--- src/rtl/irq_collector_pkg.sv ---
package irq_collector_pkg;

  localparam int DATA_W = 32;
  localparam int ADDR_W = 4;

  typedef enum logic [ADDR_W-1:0] {
    RA_CFG       = 4'd0,
    RA_TOP_SRC   = 4'd1,
    RA_TOP_SET   = 4'd2,
    RA_TOP_CLR   = 4'd3,
    RA_TOP_MASK  = 4'd4,
    RA_CORE_SRC  = 4'd5,
    RA_CORE_SET  = 4'd6,
    RA_CORE_CLR  = 4'd7,
    RA_CORE_MASK = 4'd8,
    RA_DMA_SRC   = 4'd9,
    RA_DMA_SET   = 4'd10,
    RA_DMA_CLR   = 4'd11,
    RA_DMA_MASK  = 4'd12
  } reg_addr_e;

  // next value of a source register under a set/clear write and event strobes
  function automatic logic [DATA_W-1:0] src_next(
      input logic [DATA_W-1:0] cur,
      input logic [DATA_W-1:0] set_bits,
      input logic [DATA_W-1:0] clr_bits,
      input logic [DATA_W-1:0] ev_set,
      input logic [DATA_W-1:0] ev_clr);
    logic [DATA_W-1:0] tmp;
    tmp = (cur | set_bits) & ~clr_bits;
    return (tmp | ev_set) & ~ev_clr;
  endfunction

  // any bit pending and not blocked
  function automatic logic any_live(
      input logic [DATA_W-1:0] src,
      input logic [DATA_W-1:0] mask);
    return |(src & ~mask);
  endfunction

  // output line level from encoding, live state and qualifier
  function automatic logic line_level(
      input logic active_high,
      input logic live,
      input logic qualify);
    return qualify & (active_high ? live : ~live);
  endfunction

endpackage

--- src/rtl/irq_src_group.sv ---
module irq_src_group
  import irq_collector_pkg::*;
#(
  parameter int              W        = DATA_W,
  parameter logic [W-1:0]    MASK_RST = '0
) (
  input  logic         clk,
  input  logic         rst_n,
  input  logic         set_we,
  input  logic         clr_we,
  input  logic         mask_we,
  input  logic [W-1:0] wdata,
  input  logic [W-1:0] evt_set,
  input  logic [W-1:0] evt_clr,
  output logic [W-1:0] src_q,
  output logic [W-1:0] mask_q
);

  logic [W-1:0] set_bits;
  logic [W-1:0] clr_bits;
  logic [W-1:0] src_d;

  assign set_bits = set_we ? wdata : '0;
  assign clr_bits = clr_we ? wdata : '0;
  assign src_d    = src_next(src_q, set_bits, clr_bits, evt_set, evt_clr);

  always_ff @(posedge clk) begin
    if (!rst_n) begin
      src_q  <= '0;
      mask_q <= MASK_RST;
    end else begin
      src_q <= src_d;
      if (mask_we) mask_q <= wdata;
    end
  end


  set_sticks_chk: assert property (@(posedge clk) disable iff (!rst_n)
    (set_we && evt_clr == '0) |=> ((src_q & $past(wdata)) == $past(wdata)));


  clr_drops_chk: assert property (@(posedge clk) disable iff (!rst_n)
    (clr_we && evt_set == '0) |=> ((src_q & $past(wdata)) == '0));


  mask_load_chk: assert property (@(posedge clk) disable iff (!rst_n)
    mask_we |=> (mask_q == $past(wdata)));


  evt_sticks_chk: assert property (@(posedge clk) disable iff (!rst_n)
    (evt_set != '0 && !clr_we) |=> ((src_q & $past(evt_set)) == $past(evt_set)));

endmodule

--- src/rtl/irq_line_drv.sv ---
module irq_line_drv
  import irq_collector_pkg::*;
(
  input  logic              clk,
  input  logic              rst_n,
  input  logic              active_high,
  input  logic [DATA_W-1:0] top_src,
  input  logic [DATA_W-1:0] top_mask,
  input  logic              pwr_ok,
  output logic              irq_out
);

  logic live;

  assign live    = any_live(top_src, top_mask);
  assign irq_out = line_level(active_high, live, pwr_ok);


  qualify_gate_chk: assert property (@(posedge clk) disable iff (!rst_n)
    !pwr_ok |-> !irq_out);

endmodule

--- src/rtl/irq_collector.sv ---
module irq_collector
  import irq_collector_pkg::*;
#(
  parameter int TX_BIT  = 9,
  parameter int RX_BIT  = 8,
  parameter int DMA_BIT = 24,
  parameter int POL_BIT = 17
) (
  input  logic              clk,
  input  logic              rst_n,
  input  logic              bus_sel,
  input  logic              bus_we,
  input  logic [ADDR_W-1:0] bus_addr,
  input  logic [DATA_W-1:0] bus_wdata,
  output logic [DATA_W-1:0] bus_rdata,
  input  logic              evt_valid,
  input  logic [$clog2(DATA_W)-1:0] evt_idx,
  input  logic              evt_level,
  input  logic              pwr_ok,
  output logic              irq_out
);

  localparam int HALF = DATA_W / 2;
  localparam logic [DATA_W-1:0] SUM_BITS =
    (DATA_W'(1) << TX_BIT) | (DATA_W'(1) << RX_BIT) | (DATA_W'(1) << DMA_BIT);

  logic wr;
  assign wr = bus_sel & bus_we;

  // configuration register
  logic [DATA_W-1:0] cfg_q;
  always_ff @(posedge clk) begin
    if (!rst_n)                    cfg_q <= '0;
    else if (wr && bus_addr == RA_CFG) cfg_q <= bus_wdata;
  end

  // raw event decode onto top-level bits
  logic [DATA_W-1:0] ev_set, ev_clr;
  generate
    for (genvar i = 0; i < DATA_W; i++) begin : g_evt
      assign ev_set[i] = evt_valid && (evt_idx == i) &&  evt_level;
      assign ev_clr[i] = evt_valid && (evt_idx == i) && !evt_level;
    end
  endgenerate

  logic [DATA_W-1:0] core_src, core_mask, dma_src, dma_mask, top_raw, top_mask;

  irq_src_group #(.W(DATA_W), .MASK_RST('0)) u_core (
    .clk(clk), .rst_n(rst_n),
    .set_we (wr && bus_addr == RA_CORE_SET),
    .clr_we (wr && bus_addr == RA_CORE_CLR),
    .mask_we(wr && bus_addr == RA_CORE_MASK),
    .wdata(bus_wdata), .evt_set('0), .evt_clr('0),
    .src_q(core_src), .mask_q(core_mask));

  irq_src_group #(.W(DATA_W), .MASK_RST('0)) u_dma (
    .clk(clk), .rst_n(rst_n),
    .set_we (wr && bus_addr == RA_DMA_SET),
    .clr_we (wr && bus_addr == RA_DMA_CLR),
    .mask_we(wr && bus_addr == RA_DMA_MASK),
    .wdata(bus_wdata), .evt_set('0), .evt_clr('0),
    .src_q(dma_src), .mask_q(dma_mask));

  irq_src_group #(.W(DATA_W), .MASK_RST('1)) u_top (
    .clk(clk), .rst_n(rst_n),
    .set_we (wr && bus_addr == RA_TOP_SET),
    .clr_we (wr && bus_addr == RA_TOP_CLR),
    .mask_we(wr && bus_addr == RA_TOP_MASK),
    .wdata(bus_wdata), .evt_set(ev_set), .evt_clr(ev_clr),
    .src_q(top_raw), .mask_q(top_mask));

  // summaries, named for the assertions
  logic core_tx_any, core_rx_any, dma_any;
  assign core_tx_any = any_live({{HALF{1'b0}}, core_src[HALF-1:0]},
                                {{HALF{1'b1}}, core_mask[HALF-1:0]});
  assign core_rx_any = any_live({core_src[DATA_W-1:HALF], {HALF{1'b0}}},
                                {core_mask[DATA_W-1:HALF], {HALF{1'b1}}});
  assign dma_any     = any_live(dma_src, dma_mask);

  logic [DATA_W-1:0] top_eff;
  always_comb begin
    top_eff          = top_raw & ~SUM_BITS;
    top_eff[TX_BIT]  = core_tx_any;
    top_eff[RX_BIT]  = core_rx_any;
    top_eff[DMA_BIT] = dma_any;
  end

  irq_line_drv u_line (
    .clk(clk), .rst_n(rst_n),
    .active_high(cfg_q[POL_BIT]),
    .top_src(top_eff), .top_mask(top_mask),
    .pwr_ok(pwr_ok), .irq_out(irq_out));

  // read mux
  always_comb begin
    case (bus_addr)
      RA_CFG:                               bus_rdata = cfg_q;
      RA_TOP_SRC, RA_TOP_SET, RA_TOP_CLR:   bus_rdata = top_eff;
      RA_TOP_MASK:                          bus_rdata = top_mask;
      RA_CORE_SRC, RA_CORE_SET, RA_CORE_CLR: bus_rdata = core_src;
      RA_CORE_MASK:                         bus_rdata = core_mask;
      RA_DMA_SRC, RA_DMA_SET, RA_DMA_CLR:   bus_rdata = dma_src;
      RA_DMA_MASK:                          bus_rdata = dma_mask;
      default:                              bus_rdata = '0;
    endcase
  end


  tx_summary_chk: assert property (@(posedge clk) disable iff (!rst_n)
    top_eff[TX_BIT] == (|(core_src[HALF-1:0] & ~core_mask[HALF-1:0])));


  rx_summary_chk: assert property (@(posedge clk) disable iff (!rst_n)
    top_eff[RX_BIT] == (|(core_src[DATA_W-1:HALF] & ~core_mask[DATA_W-1:HALF])));


  dma_summary_chk: assert property (@(posedge clk) disable iff (!rst_n)
    top_eff[DMA_BIT] == (|(dma_src & ~dma_mask)));


  line_high_chk: assert property (@(posedge clk) disable iff (!rst_n)
    (pwr_ok && cfg_q[POL_BIT] && (top_eff & ~top_mask) != '0) |-> irq_out);


  line_inv_chk: assert property (@(posedge clk) disable iff (!rst_n)
    (pwr_ok && !cfg_q[POL_BIT]) |-> (irq_out == ((top_eff & ~top_mask) == '0)));

endmodule

--- config.mk ---
export PLATFORM = sky130hd
export DESIGN_NAME = irq_collector
export DESIGN_NICKNAME = d
export VERILOG_FILES = /design/src/rtl/irq_collector_pkg.sv /design/src/rtl/irq_src_group.sv /design/src/rtl/irq_line_drv.sv /design/src/rtl/irq_collector.sv
export SDC_FILE = /design/constraint.sdc
export NUM_CORES = 1
export LEC_CHECK = 0
export BUFFER_PORTS_ARGS = -buffer_cell sky130_fd_sc_hd__clkbuf_2
export CORE_MARGIN = 1
export CORE_UTILIZATION = 40
export CTS_BUF_LIST = sky130_fd_sc_hd__clkbuf_16
export DETAILED_ROUTE_END_ITERATION = 10
export SLEW_MARGIN = 15
export SYNTH_ARGS = -nofsm -noshare
export SYNTH_HDL_FRONTEND = slang
export SYNTH_SLANG_ARGS = --single-unit
--- constraint.sdc ---
create_clock -name clk -period 1.6 [get_ports clk]
set_input_delay 0.08 -clock clk [delete_from_list [all_inputs] [get_ports clk]]
set_output_delay 0.08 -clock clk [all_outputs]
set_load 0.01 [all_outputs]
==> impl_metrics.json, run 1 <==
{
  "synth_top_family_by_area": "compound AO/OA/AOI/OAI gates",
  "regArea_mm2": 0.00451,
  "port_buffers": 80,
  "die_y_um": 167,
  "startpoint_type": "flip-flop",
  "grt_max_degree": 58,
  "period_share_pct": 160,
  "synth_warnings": 0,
  "rr_worst_depth": 6,
  "violations": "negative setup slack",
  "dp_cells": 1987,
  "ir_worst_vdd_v": 0.000768,
  "syn_area_mm2": 0.0109,
  "cp_top_family": "compound AO/OA/AOI/OAI gates",
  "mostFrequentLayoutCells": "nand2_1, a21oi_1, buf_4, dfxtp_1, a211oi_1",
  "cts.sinks": 221,
  "ys.flop_type": "dfxtp_1",
  "synth_cell_type_count": 43,
  "drtIter0Drc": 1349,
  "yosys.area_share.adder_pct": 0,
  "vias": 11900,
  "layout_commonest_cell": "nand2_1",
  "fp.coreArea_mm2": 0.0269,
  "end_kind": "output port",
  "synth.yosys.seq_area_share_pct": 40.6,
  "ys_seq_elements": 221,
  "leakage_nw": 6.08,
  "worstHoldStart": "evt_valid",
  "htreeDepth": 1,
  "avgSynthCellArea_um2": 7.65,
  "setup_viol": 33,
  "drive_above_1_share_pct": 34.1,
  "synthTopCellsByArea": "dfxtp_1, nand2_1, a21oi_1, a211oi_1, mux4_2",
  "cts_tree": "yes",
  "ant_nets": 0,
  "muxShareOfSynthArea_pct": 8.26,
  "worst-path-buf-inv": 1,
  "critPathKind": "flip-flop to output port",
  "drc": 0,
  "hold-path-cell-count": 5,
  "critPathLaunch": "u_dma.mask_q[3]$_SDFFE_PN0P_",
  "fin_cells": 2074,
  "synth_top_area_share_pct": 40.6,
  "dpl.hpwl_um": 31800,
  "synthXorXnorAreaFrac_pct": 0,
  "worstSkewPairLatency_ps": 540,
  "chipWidth_um": 167,
  "arrival_ps": 2480,
  "cts-buffers-inserted": 26,
  "synthArstFlopShare_pct": 0,
  "cp.depth": 7,
  "die_area_mm2": 0.0279,
  "critPathMaxFanout": 2,
  "fill_cells": 2471,
  "synth_compound_area_share_pct": 23.6,
  "cap_violations": 0,
  "via_per_inst": 5.73,
  "multi_input_area_mm2": 0.00628,
  "yosys.area_share.simple_pct": 20.5,
  "syn_nets": 1473,
  "areaGrowthSynthToFinish_pct": 43.3,
  "finalWirelength_um": 45600,
  "timing.rr.start": "u_top.src_q[22]$_SDFF_PN0_",
  "path_cells": "nand2b_4, o2111ai_4, a2111oi_4, nand4_1, mux4_2, o21a_1, clkbuf_2",
  "status": "complete, but fails checks",
  "finalHoldViolCount": 0,
  "hold_path.class": "primary input to flip-flop",
  "layout_min_cycle_time_ps": 2560,
  "antenna_cells": 0,
  "slew_viol_final": 0,
  "start_util_pct": 40.6,
  "setup_ws_ps": -957,
  "clk_pin_slew_ps": 60,
  "r2r-end": "u_top.src_q[22]$_SDFF_PN0_",
  "rows": 60,
  "critPathRequiredTime_ps": 1520,
  "routabilityCongestion": 0.924,
  "grt_pass1_wl_um": 68300,
  "syn-instance-count": 1425,
  "first_global_vias": 11200,
  "cts_buffer_depth": 3,
  "holdPathEnd": "u_top.src_q[11]$_SDFF_PN0_",
  "tightest_slew_ps": 512,
  "place_area_mm2": 0.0135,
  "grt_util_all_layers_pct": 32.2,
  "antenna_found_initial": 0,
  "synth_top_area_cell": "dfxtp_1",
  "timing.slew.headroom_pct": 65.5,
  "fmax_ghz": 0.391,
  "p_per_area_mw_per_mm2": 804,
  "postLayoutCellArea_mm2": 0.0156,
  "fin_tns_setup_ps": -10640,
  "final_util_pct": 58.1,
  "dr.pass1.iters": 5,
  "wl_per_cell_um": 22.0,
  "rsz0062_at_grt": "yes",
  "cpPeakStageDelay_ps": 510,
  "skew_ps": 0,
  "r2r_slack_ps": 560,
  "synth_edf_count": 0,
  "final_nets": 1764,
  "power_mw": 12.6,
  "io_pins": 81,
  "cts-root-buf": "clkbuf_16",
  "worst_path_max_delay_cell": "mux4_2",
  "grt-ovfl-total": 0
}
## repair_timing
item                                    4_1_cts  5_1_grt
hold buffers                                 33        0
gates resized for setup                     167       93
endpoints found under the setup margin       33       33
buffers inserted                              6       11
endpoints found under the hold margin       196        0
pin swaps                                    36       25
## synth_stat cells, types with 2 or more instances
library cell,n
nand2_1,340
a21oi_1,239
dfxtp_1,221
clkbuf_1,94
a211oi_1,77
nor2_1,55
inv_1,52
nand2b_1,49
nand3_1,37
buf_2,34
mux2i_1,27
mux2_2,18
o22ai_1,18
a211o_1,17
mux4_2,17
o21ai_1,16
o2111ai_1,14
nor3_1,13
o21ai_0,12
a22oi_1,11
nor4_1,9
buf_4,7
a31oi_1,6
o221ai_1,6
a22o_1,4
mux2_1,4
nand4_1,4
nor2b_1,4
and2_1,2
o211ai_1,2
or2_1,2
or2_2,2
or3_1,2
## tightest hold or removal path, cell delays in order
cell,delay (ps)
clkbuf_2,100
nand2b_1,90
nor3_1,70
a21oi_1,140
nor2_1,50
## through the flow
step	hold slack (ps)	setup slack (ps)
after detailed placement	405	-727
after global routing	68.3	-1020
after floorplan	295	-0.517
after global placement	408	-627
final	13.9	-957
after CTS	15.3	-1010
## power by group
group	switching [mW]	total, mW	internal (mW)	leakage (nW)
Sequential	0.0353	5.59	5.55	1.81
Clock	2.47	5.57	3.10	0.407
Combinational	0.832	1.39	0.559	3.86
Total	3.34	12.6	9.21	6.08
## routing by layer
metal	vias up	global-route usage, %	wire length (um)
li1	5533	-	-
met4	0	13.0	1900
met1	5663	45.1	19700
met5	-	0	0
met3	103	5.66	3980
met2	587	48.8	20100
## final cells by class
| cell class | instances | share of cell area [%] |
|---|---|---|
| clock buffer | 26 | 4.17 |
| clock inverter | 19 | 0.801 |
| sequential | 221 | 28.9 |
| inverter | 53 | 1.31 |
| timing repair buffer | 398 | 21.9 |
| multi-input combinational | 1016 | 40.2 |
| tap | 341 | 2.73 |
## worst max path at each step
| stage | end | slack (ps) |
|---|---|---|
| floorplan | bus_rdata[24] | -0.5 |
| global placement | irq_out | -630 |
| detailed placement | irq_out | -730 |
| CTS | irq_out | -1010 |
| global route | irq_out | -1020 |
| finish | bus_rdata[24] | -960 |
## registers in the layout, indices dropped and copies added (netlist names)
register,flops
cfg_q,32
u_core.mask_q,32
u_core.src_q,32
u_dma.mask_q,32
u_dma.src_q,32
u_top.mask_q,32
u_top.src_q,29
## cell families (layout without fill, tap and decap cells)
group	Yosys count	after routing
muxes	66	66
buffers and inverters	188	496
and+or+nand+nor	523	523
DFF	221	221
AOI/OAI and AO/OA	427	427
Power figures use the tool's default switching activity.
==> run 2: changes to the inputs <==
--- a/config.mk
+++ b/config.mk
@@ -6,10 +6,11 @@
 export NUM_CORES = 1
 export LEC_CHECK = 0
 export BUFFER_PORTS_ARGS = -buffer_cell sky130_fd_sc_hd__clkbuf_2
-export CORE_MARGIN = 1
+export CORE_MARGIN = 4
 export CORE_UTILIZATION = 40
 export CTS_BUF_LIST = sky130_fd_sc_hd__clkbuf_16
 export DETAILED_ROUTE_END_ITERATION = 10
+export PLACE_DENSITY_LB_ADDON = 0.3
 export SLEW_MARGIN = 15
 export SYNTH_ARGS = -nofsm -noshare
 export SYNTH_HDL_FRONTEND = slang
==> run 2 against run 1 <==
  * The flow still finishes with violations (negative setup slack)
  * Cell count rose by 0.19%
  * Power fell by 1.0%
  * Worst setup slack gained 39 ps
  * Clock power is 3% lower
  * Global-route usage is 2.1 points lower
  * Wire length grew 4.3%
  * First-iteration DRC count grew 8.5%
  * Fmax is 1.5% higher
  * Sequential cell count stayed put
  * Core utilization up 0.19 points
  * Non-clock buffer count grew 3
  * Register-to-register slack worse by 20 ps
==> impl_metrics.json, run 2 (synthesis gave the netlist of run 1 again) <==
{
  "status": "complete, but fails checks",
  "violations": "negative setup slack",
  "areaGrowthSynthToFinish_pct": 43.7,
  "power.internal_mw": 9.13,
  "drtIter0Drc": 1463,
  "grt-ovfl-total": 0,
  "critPathRequiredTime_ps": 1520,
  "via_per_inst": 5.89,
  "die_y_um": 173,
  "rr_worst_depth": 5,
  "antenna_cells": 0,
  "dr.pass1.iters": 6,
  "cts_buffer_depth": 3,
  "startpoint_type": "flip-flop",
  "pwr-share-seq_pct": 45.0,
  "critPathMaxFanout": 2,
  "htreeDepth": 1,
  "grt_util_all_layers_pct": 30.2,
  "period_share_pct": 157,
  "cts-buffers-inserted": 25,
  "grt_pass1_wl_um": 71000,
  "cts-root-buf": "clkbuf_16",
  "antenna_found_initial": 1,
  "fin_cells": 2078,
  "switching_share_pct": 26.5,
  "clock_power_share_pct": 43.3,
  "hold_slack_ps": 23.7,
  "end_kind": "output port",
  "rsz0062_at_grt": "yes",
  "slew_viol_final": 0,
  "setup_viol": 32,
  "hold-path-cell-count": 3,
  "skew_ps": 0,
  "finalHoldViolCount": 0,
  "pwr-share-comb_pct": 11.7,
  "cpPeakStageDelay_ps": 510,
  "chipWidth_um": 173,
  "arrival_ps": 2440,
  "hold_path.class": "primary input to flip-flop",
  "setup_ws_ps": -918,
  "first_global_vias": 11700,
  "cts_tree": "yes",
  "critPathKind": "flip-flop to output port",
  "final_nets": 1767,
  "power_mw": 12.4,
  "r2r_slack_ps": 540,
  "ant_nets": 0,
  "drive_above_1_share_pct": 34.4,
  "layout_commonest_cell": "nand2_1",
  "vias": 12200,
  "dp_cells": 1993,
  "worst_path_max_delay_cell": "mux4_2",
  "path_cells": "nand2b_4, o2111ai_4, a2111oi_4, nand4_1, mux4_2, o21a_1, clkbuf_2",
  "wl_per_cell_um": 22.9,
  "timing.slew.headroom_pct": 63.4,
  "die_area_mm2": 0.0300,
  "routabilityCongestion": 0.970,
  "p_per_area_mw_per_mm2": 793,
  "ir_worst_vdd_v": 0.000749,
  "mostFrequentLayoutCells": "nand2_1, a21oi_1, buf_4, dfxtp_1, a211oi_1",
  "fp.coreArea_mm2": 0.0269,
  "p_switching_mw": 3.29,
  "cap_violations": 0,
  "fin_tns_setup_ps": -10170,
  "port_buffers": 80,
  "dpl.hpwl_um": 32700,
  "tightest_slew_ps": 545,
  "leakage_nw": 6.08,
  "clk_pin_slew_ps": 60,
  "finalWirelength_um": 47600,
  "io_pins": 81,
  "worstSkewPairLatency_ps": 520,
  "fmax_ghz": 0.397,
  "cts.sinks": 221,
  "grt_max_degree": 43,
  "start_util_pct": 40.6,
  "drc": 0,
  "rows": 60,
  "layout_min_cycle_time_ps": 2520
}
run 2: area by class of cell:
type                       instances  area (um2)
timing repair buffer             401        3490
fill                            2386       11200
multi-input combinational       1017        6290
tap                              341         427
clock buffer                      25         626
inverter                          53         204
clock inverter                    20         118
sequential                       221        4510
run 2: critical path: cells and delay by family (launching register included):
kind                   cells  cell delay [ps]
buffers and inverters      1              120
muxes                      1              510
and+or+nand+nor            2              410
DFF                        1              320
AOI/OAI and AO/OA          3              550
run 2: what timing repair did:
item,4_1_cts,5_1_grt
endpoints found under the setup margin,33,33
cloned,0,2
hold endpoints to repair,180,0
hold buffers,32,0
pin swaps,31,28
resized for setup,173,101
buffers inserted,2,19
run 2: power by group through the flow:
stage | Clock (mW) | Combinational [mW] | Sequential, mW
after global routing | 5.60 | 1.52 | 5.59
after CTS | 5.39 | 1.37 | 5.59
after global placement | 0 | 1.24 | 5.70
after floorplan | 0 | 0.624 | 5.70
after detailed placement | 0 | 1.25 | 5.70
final | 5.38 | 1.46 | 5.59
run 2: path summary, 6_finish.rpt:
kind | from | end
hold / removal | bus_wdata[26] | u_top.mask_q[26]$_SDFFE_PN1P_
setup / recovery | u_dma.mask_q[14]$_SDFFE_PN0P_ | bus_rdata[24]
setup reg to reg | u_top.src_q[26]$_SDFF_PN0_ | u_top.src_q[26]$_SDFF_PN0_
hold reg to reg | cfg_q[19]$_SDFFE_PN0P_ | cfg_q[19]$_SDFFE_PN0P_
run 2: metal layers:
layer	part of all wire, %	GRT usage, %	vias up
li1	-	-	5553
met1	40	41.1	5799
met2	45	47.1	760
met3	11	6.69	130
met4	3.9	11.2	2
met5	0.017	0	-
run 2: through the flow:
step | setup slack (ps) | instance area [um2] | util [%]
after floorplan | -0.517 | 10900 | -
after global placement | -497 | 13600 | 50.7
after detailed placement | -477 | 13600 | 50.7
after CTS | -999 | 15300 | 56.9
after global routing | -1020 | 15700 | 58.3
final | -918 | 15700 | 58.3
